<file path="src/rtl/tvs_pkg.sv">
package tvs_pkg;

    typedef enum logic [2:0] {
        ST_IDLE,
        ST_SCAN,
        ST_SUM,
        ST_DIV_WIDTH,
        ST_DIV_COL,
        ST_DIV_IDENT,
        ST_DONE
    } tvs_state_e;

    localparam int RECIP_SHIFT = 24;

    function automatic int pow3(input int e);
        int r;
        r = 1;
        for (int k = 0; k < e; k++) r = r * 3;
        return r;
    endfunction

    // ceil(2^RECIP_SHIFT / d): exact floor division for the small numerators used here
    function automatic longint recip(input int d);
        longint one;
        one = longint'(1) <<< RECIP_SHIFT;
        return (one + longint'(d) - 1) / longint'(d);
    endfunction

endpackage

</file>
<file path="src/rtl/tvs_match.sv">
module tvs_match
    import tvs_pkg::*;
#(
    parameter int N_VARS = 2,
    localparam int LEN = pow3(N_VARS),
    localparam int CW  = $clog2(LEN + 1)
) (
    input  logic [2*LEN-1:0]          wire_v,
    input  logic [2*LEN-1:0]          tgt_v,
    output logic [N_VARS:1][CW-1:0]   lvl_cnt,
    output logic                      full_match
);

    // Level tree: finest level compares entries, coarser levels AND triplets.
    for (genvar g = N_VARS; g >= 0; g--) begin : lv
        localparam int NB = pow3(g);
        logic [NB-1:0] m;
        if (g == N_VARS) begin : leaf
            for (genvar e = 0; e < NB; e++) begin : ent
                assign m[e] = (tgt_v[2*e +: 2] == 2'd3) ||
                              (tgt_v[2*e +: 2] == wire_v[2*e +: 2]);
            end
        end else begin : node
            for (genvar j = 0; j < NB; j++) begin : blk
                assign m[j] = &lv[g+1].m[3*j +: 3];
            end
        end
    end

    for (genvar g = 1; g <= N_VARS; g++) begin : cnt
        assign lvl_cnt[g] = CW'($countones(lv[g].m));
    end

    assign full_match = lv[0].m[0];

endmodule

</file>
<file path="src/rtl/tvs_credit.sv">
module tvs_credit
    import tvs_pkg::*;
#(
    parameter int N_VARS = 2,
    parameter int FIT_W  = 16,
    parameter int FRAC   = 8,
    localparam int LEN = pow3(N_VARS),
    localparam int CW  = $clog2(LEN + 1)
) (
    input  logic [N_VARS:1][CW-1:0] lvl_cnt,
    input  logic                    full_match,
    output logic [FIT_W-1:0]        score
);

    localparam int PW = CW + FRAC + RECIP_SHIFT + 2;

    logic [N_VARS:1][FIT_W-1:0] term;

    for (genvar g = 1; g <= N_VARS; g++) begin : lvl
        localparam logic [RECIP_SHIFT:0] RCP = (RECIP_SHIFT+1)'(recip(pow3(g)));
        logic [PW-1:0] prod;
        assign prod    = (PW'(lvl_cnt[g]) << FRAC) * PW'(RCP);
        assign term[g] = FIT_W'(prod >> RECIP_SHIFT);
    end

    always_comb begin
        score = full_match ? (FIT_W'(1) << FRAC) : '0;
        for (int g = 1; g <= N_VARS; g++) score = score + term[g];
    end

endmodule

</file>
<file path="src/rtl/tvs_divider.sv">
module tvs_divider #(
    parameter int NUM_W = 16,
    parameter int DEN_W = 10,
    localparam int CNT_BITS = $clog2(NUM_W + 1)
) (
    input  logic             clk,
    input  logic             rst_n,
    input  logic             go,
    input  logic [NUM_W-1:0] num,
    input  logic [DEN_W-1:0] den,
    output logic             done,
    output logic [NUM_W-1:0] quo
);

    logic [DEN_W-1:0]    rem;
    logic [DEN_W-1:0]    den_q;
    logic [CNT_BITS-1:0] steps;
    logic                run;
    logic [DEN_W:0]      trial;

    assign trial = {rem, quo[NUM_W-1]};

    always_ff @(posedge clk or negedge rst_n) begin
        if (!rst_n) begin
            rem   <= '0;
            den_q <= '0;
            steps <= '0;
            run   <= 1'b0;
            done  <= 1'b0;
            quo   <= '0;
        end else if (go) begin
            rem   <= '0;
            den_q <= den;
            steps <= CNT_BITS'(NUM_W);
            if (den == '0) begin
                quo  <= '0;
                run  <= 1'b0;
                done <= 1'b1;
            end else begin
                quo  <= num;
                run  <= 1'b1;
                done <= 1'b0;
            end
        end else if (run) begin
            if (trial >= {1'b0, den_q}) begin
                rem <= DEN_W'(trial - {1'b0, den_q});
                quo <= {quo[NUM_W-2:0], 1'b1};
            end else begin
                rem <= trial[DEN_W-1:0];
                quo <= {quo[NUM_W-2:0], 1'b0};
            end
            steps <= steps - 1'b1;
            if (steps == CNT_BITS'(1)) begin
                run  <= 1'b0;
                done <= 1'b1;
            end
        end else begin
            done <= 1'b0;
        end
    end

endmodule

</file>
<file path="src/rtl/tv_match_scorer.sv">
module tv_match_scorer
    import tvs_pkg::*;
#(
    parameter int N_VARS   = 2,
    parameter int N_WIRES  = 4,
    parameter int N_OUTS   = 2,
    parameter int CNT_W    = 8,
    parameter int FIT_W    = 16,
    parameter int FRAC     = 8,
    parameter int WT_WIDTH = 5,
    parameter int WT_COL   = 4,
    parameter int WT_IDENT = 1,
    localparam int LEN  = pow3(N_VARS),
    localparam int TV_W = 2 * LEN,
    localparam int WIDX = (N_WIRES > 1) ? $clog2(N_WIRES) : 1
) (
    input  logic                      clk,
    input  logic                      rst_n,
    input  logic                      start,
    input  logic [N_WIRES*TV_W-1:0]   wire_tv,
    input  logic [N_OUTS*TV_W-1:0]    target_tv,
    input  logic [CNT_W-1:0]          const_total,
    input  logic [CNT_W-1:0]          const_unused,
    input  logic [CNT_W-1:0]          casc_len,
    input  logic [CNT_W-1:0]          pass_cols,
    input  logic [CNT_W-1:0]          ident_maps,
    output logic                      valid,
    output logic [FIT_W-1:0]          fitness,
    output logic                      all_realised,
    output logic                      is_solution,
    output logic [N_OUTS*WIDX-1:0]    best_wire
);

    localparam int CW      = $clog2(LEN + 1);
    localparam int OIDX    = (N_OUTS > 1) ? $clog2(N_OUTS) : 1;
    localparam int NUM_W   = CNT_W + FRAC;
    localparam int DEN_W   = CNT_W + 2;
    localparam int ACC_W   = FIT_W + NUM_W;
    localparam int Q_WIDTH = (WT_WIDTH << FRAC) / 10;
    localparam int Q_COL   = (WT_COL << FRAC) / 10;
    localparam int Q_IDENT = (WT_IDENT << FRAC) / 10;
    localparam int THRESH  = (N_OUTS * (N_VARS + 1)) << FRAC;
    localparam logic [ACC_W-1:0] FIT_MAX = ACC_W'((64'(1) << FIT_W) - 1);

    tvs_state_e state, state_nxt;

    logic [OIDX-1:0]              out_idx;
    logic [WIDX-1:0]              wire_idx;
    logic [N_VARS:1][CW-1:0]      max_cnt;
    logic                         full_any;
    logic [FIT_W-1:0]             best_score;
    logic [WIDX-1:0]              best_idx;
    logic [ACC_W-1:0]             acc;
    logic                         all_ok;

    logic [TV_W-1:0]              cur_wire;
    logic [TV_W-1:0]              cur_tgt;
    logic [N_VARS:1][CW-1:0]      w_cnt;
    logic                         w_full;
    logic [FIT_W-1:0]             w_score;
    logic [FIT_W-1:0]             o_score;

    logic                         div_go;
    logic [NUM_W-1:0]             div_num;
    logic [DEN_W-1:0]             div_den;
    logic                         div_done;
    logic [NUM_W-1:0]             div_quo;
    logic [CNT_W-1:0]             active_cols;

    logic last_wire, last_out;

    assign last_wire = (wire_idx == WIDX'(N_WIRES - 1));
    assign last_out  = (out_idx == OIDX'(N_OUTS - 1));
    assign cur_wire  = wire_tv[int'(wire_idx)*TV_W +: TV_W];
    assign cur_tgt   = target_tv[int'(out_idx)*TV_W +: TV_W];

    tvs_match #(.N_VARS(N_VARS)) u_match (
        .wire_v     (cur_wire),
        .tgt_v      (cur_tgt),
        .lvl_cnt    (w_cnt),
        .full_match (w_full)
    );

    tvs_credit #(.N_VARS(N_VARS), .FIT_W(FIT_W), .FRAC(FRAC)) u_wire_credit (
        .lvl_cnt    (w_cnt),
        .full_match (w_full),
        .score      (w_score)
    );

    tvs_credit #(.N_VARS(N_VARS), .FIT_W(FIT_W), .FRAC(FRAC)) u_out_credit (
        .lvl_cnt    (max_cnt),
        .full_match (full_any),
        .score      (o_score)
    );

    // Operands of the shared divider, chosen by the cost-term state
    assign active_cols = (pass_cols >= casc_len) ? '0 : (casc_len - pass_cols);

    always_comb begin
        div_num = '0;
        div_den = '0;
        unique case (state)
            ST_DIV_WIDTH: begin
                div_num = NUM_W'(Q_WIDTH) * NUM_W'(const_unused);
                div_den = DEN_W'(const_total);
            end
            ST_DIV_COL: begin
                div_num = NUM_W'(Q_COL) * NUM_W'(pass_cols);
                div_den = DEN_W'(casc_len);
            end
            ST_DIV_IDENT: begin
                div_num = NUM_W'(Q_IDENT) * NUM_W'(ident_maps);
                div_den = DEN_W'(3) * DEN_W'(active_cols);
            end
            default: begin
                div_num = '0;
                div_den = '0;
            end
        endcase
    end

    tvs_divider #(.NUM_W(NUM_W), .DEN_W(DEN_W)) u_div (
        .clk   (clk),
        .rst_n (rst_n),
        .go    (div_go),
        .num   (div_num),
        .den   (div_den),
        .done  (div_done),
        .quo   (div_quo)
    );

    // State register
    always_ff @(posedge clk or negedge rst_n) begin
        if (!rst_n) state <= ST_IDLE;
        else        state <= state_nxt;
    end

    // Transitions
    always_comb begin
        state_nxt = state;
        unique case (state)
            ST_IDLE:      if (start)     state_nxt = ST_SCAN;
            ST_SCAN:      if (last_wire) state_nxt = ST_SUM;
            ST_SUM:       state_nxt = last_out ? ST_DIV_WIDTH : ST_SCAN;
            ST_DIV_WIDTH: if (div_done)  state_nxt = ST_DIV_COL;
            ST_DIV_COL:   if (div_done)  state_nxt = ST_DIV_IDENT;
            ST_DIV_IDENT: if (div_done)  state_nxt = ST_DONE;
            ST_DONE:      if (start)     state_nxt = ST_SCAN;
            default:      state_nxt = ST_IDLE;
        endcase
    end

    // Datapath and results
    always_ff @(posedge clk or negedge rst_n) begin
        if (!rst_n) begin
            out_idx    <= '0;
            wire_idx   <= '0;
            max_cnt    <= '0;
            full_any   <= 1'b0;
            best_score <= '0;
            best_idx   <= '0;
            acc        <= '0;
            all_ok     <= 1'b0;
            best_wire  <= '0;
            valid      <= 1'b0;
            div_go     <= 1'b0;
        end else begin
            div_go <= 1'b0;
            unique case (state)
                ST_IDLE, ST_DONE: begin
                    if (start) begin
                        out_idx    <= '0;
                        wire_idx   <= '0;
                        max_cnt    <= '0;
                        full_any   <= 1'b0;
                        best_score <= '0;
                        best_idx   <= '0;
                        acc        <= '0;
                        all_ok     <= 1'b1;
                        valid      <= 1'b0;
                    end
                end
                ST_SCAN: begin
                    for (int g = 1; g <= N_VARS; g++) begin
                        if (w_cnt[g] > max_cnt[g]) max_cnt[g] <= w_cnt[g];
                    end
                    full_any <= full_any | w_full;
                    if (wire_idx == '0 || w_score > best_score) begin
                        best_score <= w_score;
                        best_idx   <= wire_idx;
                    end
                    if (!last_wire) wire_idx <= wire_idx + 1'b1;
                end
                ST_SUM: begin
                    acc    <= acc + ACC_W'(o_score);
                    all_ok <= all_ok & full_any;
                    best_wire[int'(out_idx)*WIDX +: WIDX] <= best_idx;
                    if (last_out) begin
                        div_go <= 1'b1;
                    end else begin
                        out_idx    <= out_idx + 1'b1;
                        wire_idx   <= '0;
                        max_cnt    <= '0;
                        full_any   <= 1'b0;
                        best_score <= '0;
                        best_idx   <= '0;
                    end
                end
                ST_DIV_WIDTH, ST_DIV_COL: begin
                    if (div_done) begin
                        acc    <= acc + ACC_W'(div_quo);
                        div_go <= 1'b1;
                    end
                end
                ST_DIV_IDENT: begin
                    if (div_done) begin
                        acc   <= acc + ACC_W'(div_quo);
                        valid <= 1'b1;
                    end
                end
                default: ;
            endcase
        end
    end

    assign fitness      = (acc > FIT_MAX) ? '1 : acc[FIT_W-1:0];
    assign all_realised = valid & all_ok;
    assign is_solution  = valid & (fitness > FIT_W'(THRESH));

endmodule

</file>
<file path="config.mk">
export PLATFORM = sky130hd
export DESIGN_NAME = tv_match_scorer
export DESIGN_NICKNAME = d
export VERILOG_FILES = /design/src/rtl/tvs_pkg.sv /design/src/rtl/tvs_match.sv /design/src/rtl/tvs_credit.sv /design/src/rtl/tvs_divider.sv /design/src/rtl/tv_match_scorer.sv
export SDC_FILE = /design/constraint.sdc
export NUM_CORES = 1
export LEC_CHECK = 0
export BUFFER_PORTS_ARGS = -buffer_cell sky130_fd_sc_hd__buf_2
export CAP_MARGIN = 20
export CORE_UTILIZATION = 27
export CTS_BUF_LIST = sky130_fd_sc_hd__clkbuf_4
export DETAILED_ROUTE_END_ITERATION = 7
export PLACE_DENSITY = 0.42
export SLEW_MARGIN = 20
export SYNTH_ARGS = -nofsm -noshare
export SYNTH_HDL_FRONTEND = slang
export SYNTH_HIERARCHICAL = 1
export SYNTH_SLANG_ARGS = --single-unit
export TNS_END_PERCENT = 30
</file>
<file path="constraint.sdc">
create_clock -name clk -period 13.5 [get_ports clk]
set_clock_uncertainty 0.05 [all_clocks]
set_input_delay 0 -clock clk [delete_from_list [all_inputs] [get_ports clk]]
set_output_delay 0 -clock clk [all_outputs]
set_load 0.03 [all_outputs]
</file>
==> metrics.md <==
| Metric | Value |
|---|---|
| Arrival time reported for the critical path endpoint | 11.50 ns |
| Number of setup violations in the final report | 0 |
| Final critical-path share of the clock period | 0.816 |
| Reg-to-Reg End | best_score[8] |
| Share of Yosys cell area claimed by the top area cell type | 0.201 |
| Reg-to-reg setup timing slack | ~2.5 ns |
| First-pass GRT wire length | between 60000 and 70000 um |
| Clock-pin transition on the worst setup and hold timing paths | roughly 0.11 ns |
| Cell area after placement | approximately 16000 um^2 |
| Antenna violations before repair | 3 |
| Combined global-route utilization of all metal layers | 0.157 |
| Launch point of the worst reg-to-reg path | wire_idx[0] |
| Flops & latches, synth | approximately 120 |
| # IOs | between 150 and 200 |
| Vert. Die Dim | ~230 um |
| Most Frequent Cell on Critical Path | fa_1 |
| Pins Over Slew Limit | 0 |
| Yosys cell types | ~100 |
| Critical Path Source | wire_idx[0] |
| Cell accounting for the most synthesized area | dfrtp_1 |
| Number of max-cap violations | 0 |
| Worst-skew pair later-pin latency | 0.61 ns |
| Cell depth of the worst flop-to-flop path | 33 |
| Critical hold path startpoint | pass_cols[1] |
| Critical path startpoint category | register |
| Required time of the worst setup path | about 14 ns |
| Site Rows | between 80 and 90 |
| Post-CTS setup repair buffer count | 0 |
| Fmax achieved | between 90 and 100 MHz |
| Least-Margin Pin Slew | just over 1 ns |
| Maximum fanout along the worst path | 18 |
| Design Area, Final | 16400 um^2 |
| Fraction of the yosys area taken by sequential cells | 0.201 |
| Routability-driven placement congestion ratio | 0.819 |
| Setup slack after layout | about 2.5 ns |
| Via count | ~13000 |
| Number of design-rule violations left by the first detailed-router iteration | 681 |
| Setup slack at placement | 2.41 ns |
| Total negative setup slack | 0 ns |
| H-Tree Level Count | 4 |
| Clock buffer count from CTS | 17 |
| Routed wire length | ~42000 um |
| Crit path max-delay cell type | dfrtp_1 |
| # clock sinks | approximately 120 |
| Area Growth Syn to Fin | 14.8% |
| Worst max-slew margin expressed relative to the limit | 0.328 |
| Cell with the most instances after synthesis | ha_1 |
| Congestion Overflow GR | 0 |
| Type of element capturing the critical path | register |
| Vias in the first global route | between 10000 and 15000 |
| Final worst path period need | around 11 ns |
| First-pass detailed-route iteration total | 7 |
| Number of buffers between clock root and the deepest sink | 2 |
| Yosys warning total | 6 |
| Post-synthesis average cell area | 8.74 um^2 |
| Capturing element of the worst setup path | best_score[8] |
| Remaining routing DRC violations | 0 |
| Number of nets with antenna violations after routing | 0 |
| Pin count of the biggest net entering global routing | 73 |
| Area of the die | about 54000 um^2 |
| Clock tree from TritonCTS | built |
| Type of the worst setup path | register to register |
| Floorplan core area | 52400 um^2 |
| Count of buffers inserted at the top-level ports | between 150 and 200 |
| Total of hold buffers inserted after clock tree synthesis | 31 |
| Post-synth EDFFs | 0 |
| Detail Placement HPWL | roughly 34000 um |
| Area of the mapped netlist | 14300 um^2 |
| Setup repair after global routing missed its margin | no |
| Layout fillers | approximately 5400 |
| Slowest Stage Delay on Critical Path | roughly 0.80 ns |
| Final count of hold timing violations | 0 |
| Most used standard cells in the synthesized netlist | 208 x ha_1, 173 x inv_1, 115 x dfrtp_1 |
| Status | completed |
| Ratio of cells with drive above 1 in the final layout | 0.186 |
| Post-CTS sizing | 0 |
| Post-synthesis cell count | about 1600 |
| Flip-flop cell with the highest count after synthesis | dfrtp_1 |
| Width of the die | ~230 um |
| Share of synthesized registers carrying an async set or reset | 1.00 |
| Largest cells by area after synthesis | dfrtp_1 20%, ha_1 18%, fa_1 4.6% |
| Clock Root Buffer | clkbuf_4 |
| Via-per-instance ratio | 5.02 |
| HP Class | input port to register |
| Initial core utilization | 0.273 |
| Final routed wire length divided by cell count | approximately 17 um |
| Net count, final | around 2200 |
-- cells by family (layout without fill, tap and decap cells) --
family                     Yosys count  count (layout)  share of synthesized area
AOI/OAI and AO/OA                  469             469                      0.231
muxes                               72              72                     0.0695
adders and majority gates          241             241                      0.228
DFF                                115             115                      0.201
xor gates and xnor gates            71              71                     0.0448
buffers and inverters              233             421                     0.0684
and+or+nand+nor                    432             432                      0.157
other                                4              14                    0.00105
-- registers in the layout, indices dropped and copies added (netlist names) --
signal / cells
full_any: 1
acc: 32
max_cnt: 8
best_score: 16
wire_idx: 2
last_out: 1
u_div/run: 1
all_ok: 1
u_div/done: 1
valid: 1
u_div/den_q: 10
state: 3
best_idx: 2
u_div/quo: 16
div_go: 1
best_wire: 4
u_div/rem: 10
u_div/steps: 5
-- worst min path at each step --
stage / to / slack, ns / cells after the start
global route: u_div/quo[2] / 0.12 / 6
global placement: u_div/den_q[6] / 0.23 / 1
finish: u_div/quo[2] / 0.12 / 6
floorplan: acc[0] / -0.35 / 0
detailed placement: u_div/den_q[6] / 0.22 / 1
CTS: u_div/quo[2] / 0.05 / 6
-- metrics by stage --
step	util	hold slack [ns]	cells
floorplan	-	-0.346	1644
global placement	0.302	0.226	2458
detailed placement	0.302	0.220	2458
CTS	0.313	0.0527	2519
global route	0.313	0.121	2522
finish	0.313	0.117	2523
-- layout make-up --
cell class,instances,area (um^2),area share
Tap cell,688,861,0.0524
Sequential cell,115,2880,0.175
Clock inverter,13,135,0.00823
Clock buffer,17,128,0.00777
Multi-Input combinational cell,1296,10500,0.639
Timing Repair Buffer,215,1270,0.0772
Antenna cell,3,7.51,0.000457
Inverter,176,661,0.0402
-- metal layers --
layer  up-vias  GRT usage  part of all wire
li1       6342          -                 -
met5         -          0                 0
met3        21     0.0176             0.026
met1      6087      0.226              0.51
met4         0     0.0352             0.012
met2       220      0.248              0.45
-- worst max-delay path: cells and delay by family (launching register included) --
kind | cells | cell delay (ns)
buffers and inverters | 2 | 0.42
multiplexers | 1 | 0.54
AO/OA/AOI/OAI | 11 | 2.78
XOR/XNOR | 3 | 0.95
adder cells (fa/ha/maj) | 12 | 4.84
AND/OR/NAND/NOR | 4 | 0.55
flip-flops | 1 | 0.80
-- layout by cell type, fill, tap and decap left out, types with 10 or more instances in the layout --
master	netlist	final
nor2_1	106	106
mux2_2	39	39
clkbuf_4	0	17
inv_1	173	173
o21a_1	16	16
xor2_1	26	26
nand2b_1	22	22
buf_2	10	172
o211ai_1	16	16
nand2_1	98	98
o21ai_1	16	17
a211oi_1	20	20
nor4_1	12	12
conb_1	4	11
mux4_2	18	18
and3_1	10	10
buf_4	11	10
a21o_1	30	30
o21bai_1	12	12
nor2b_1	25	25
o22ai_1	11	11
xnor2_1	44	44
or4_1	10	10
o21ai_0	74	73
mux2i_1	15	15
or2_2	20	20
nand3_1	34	34
a21oi_1	110	110
nor3_1	24	24
dlygate4sd3_1	0	32
ha_1	208	208
fa_1	33	33
a22o_1	30	30
nand4_1	23	23
dfrtp_1	115	115
Power is not shown: default switching activity piles up to over one toggle a cycle in this logic, so the estimate is an artifact.
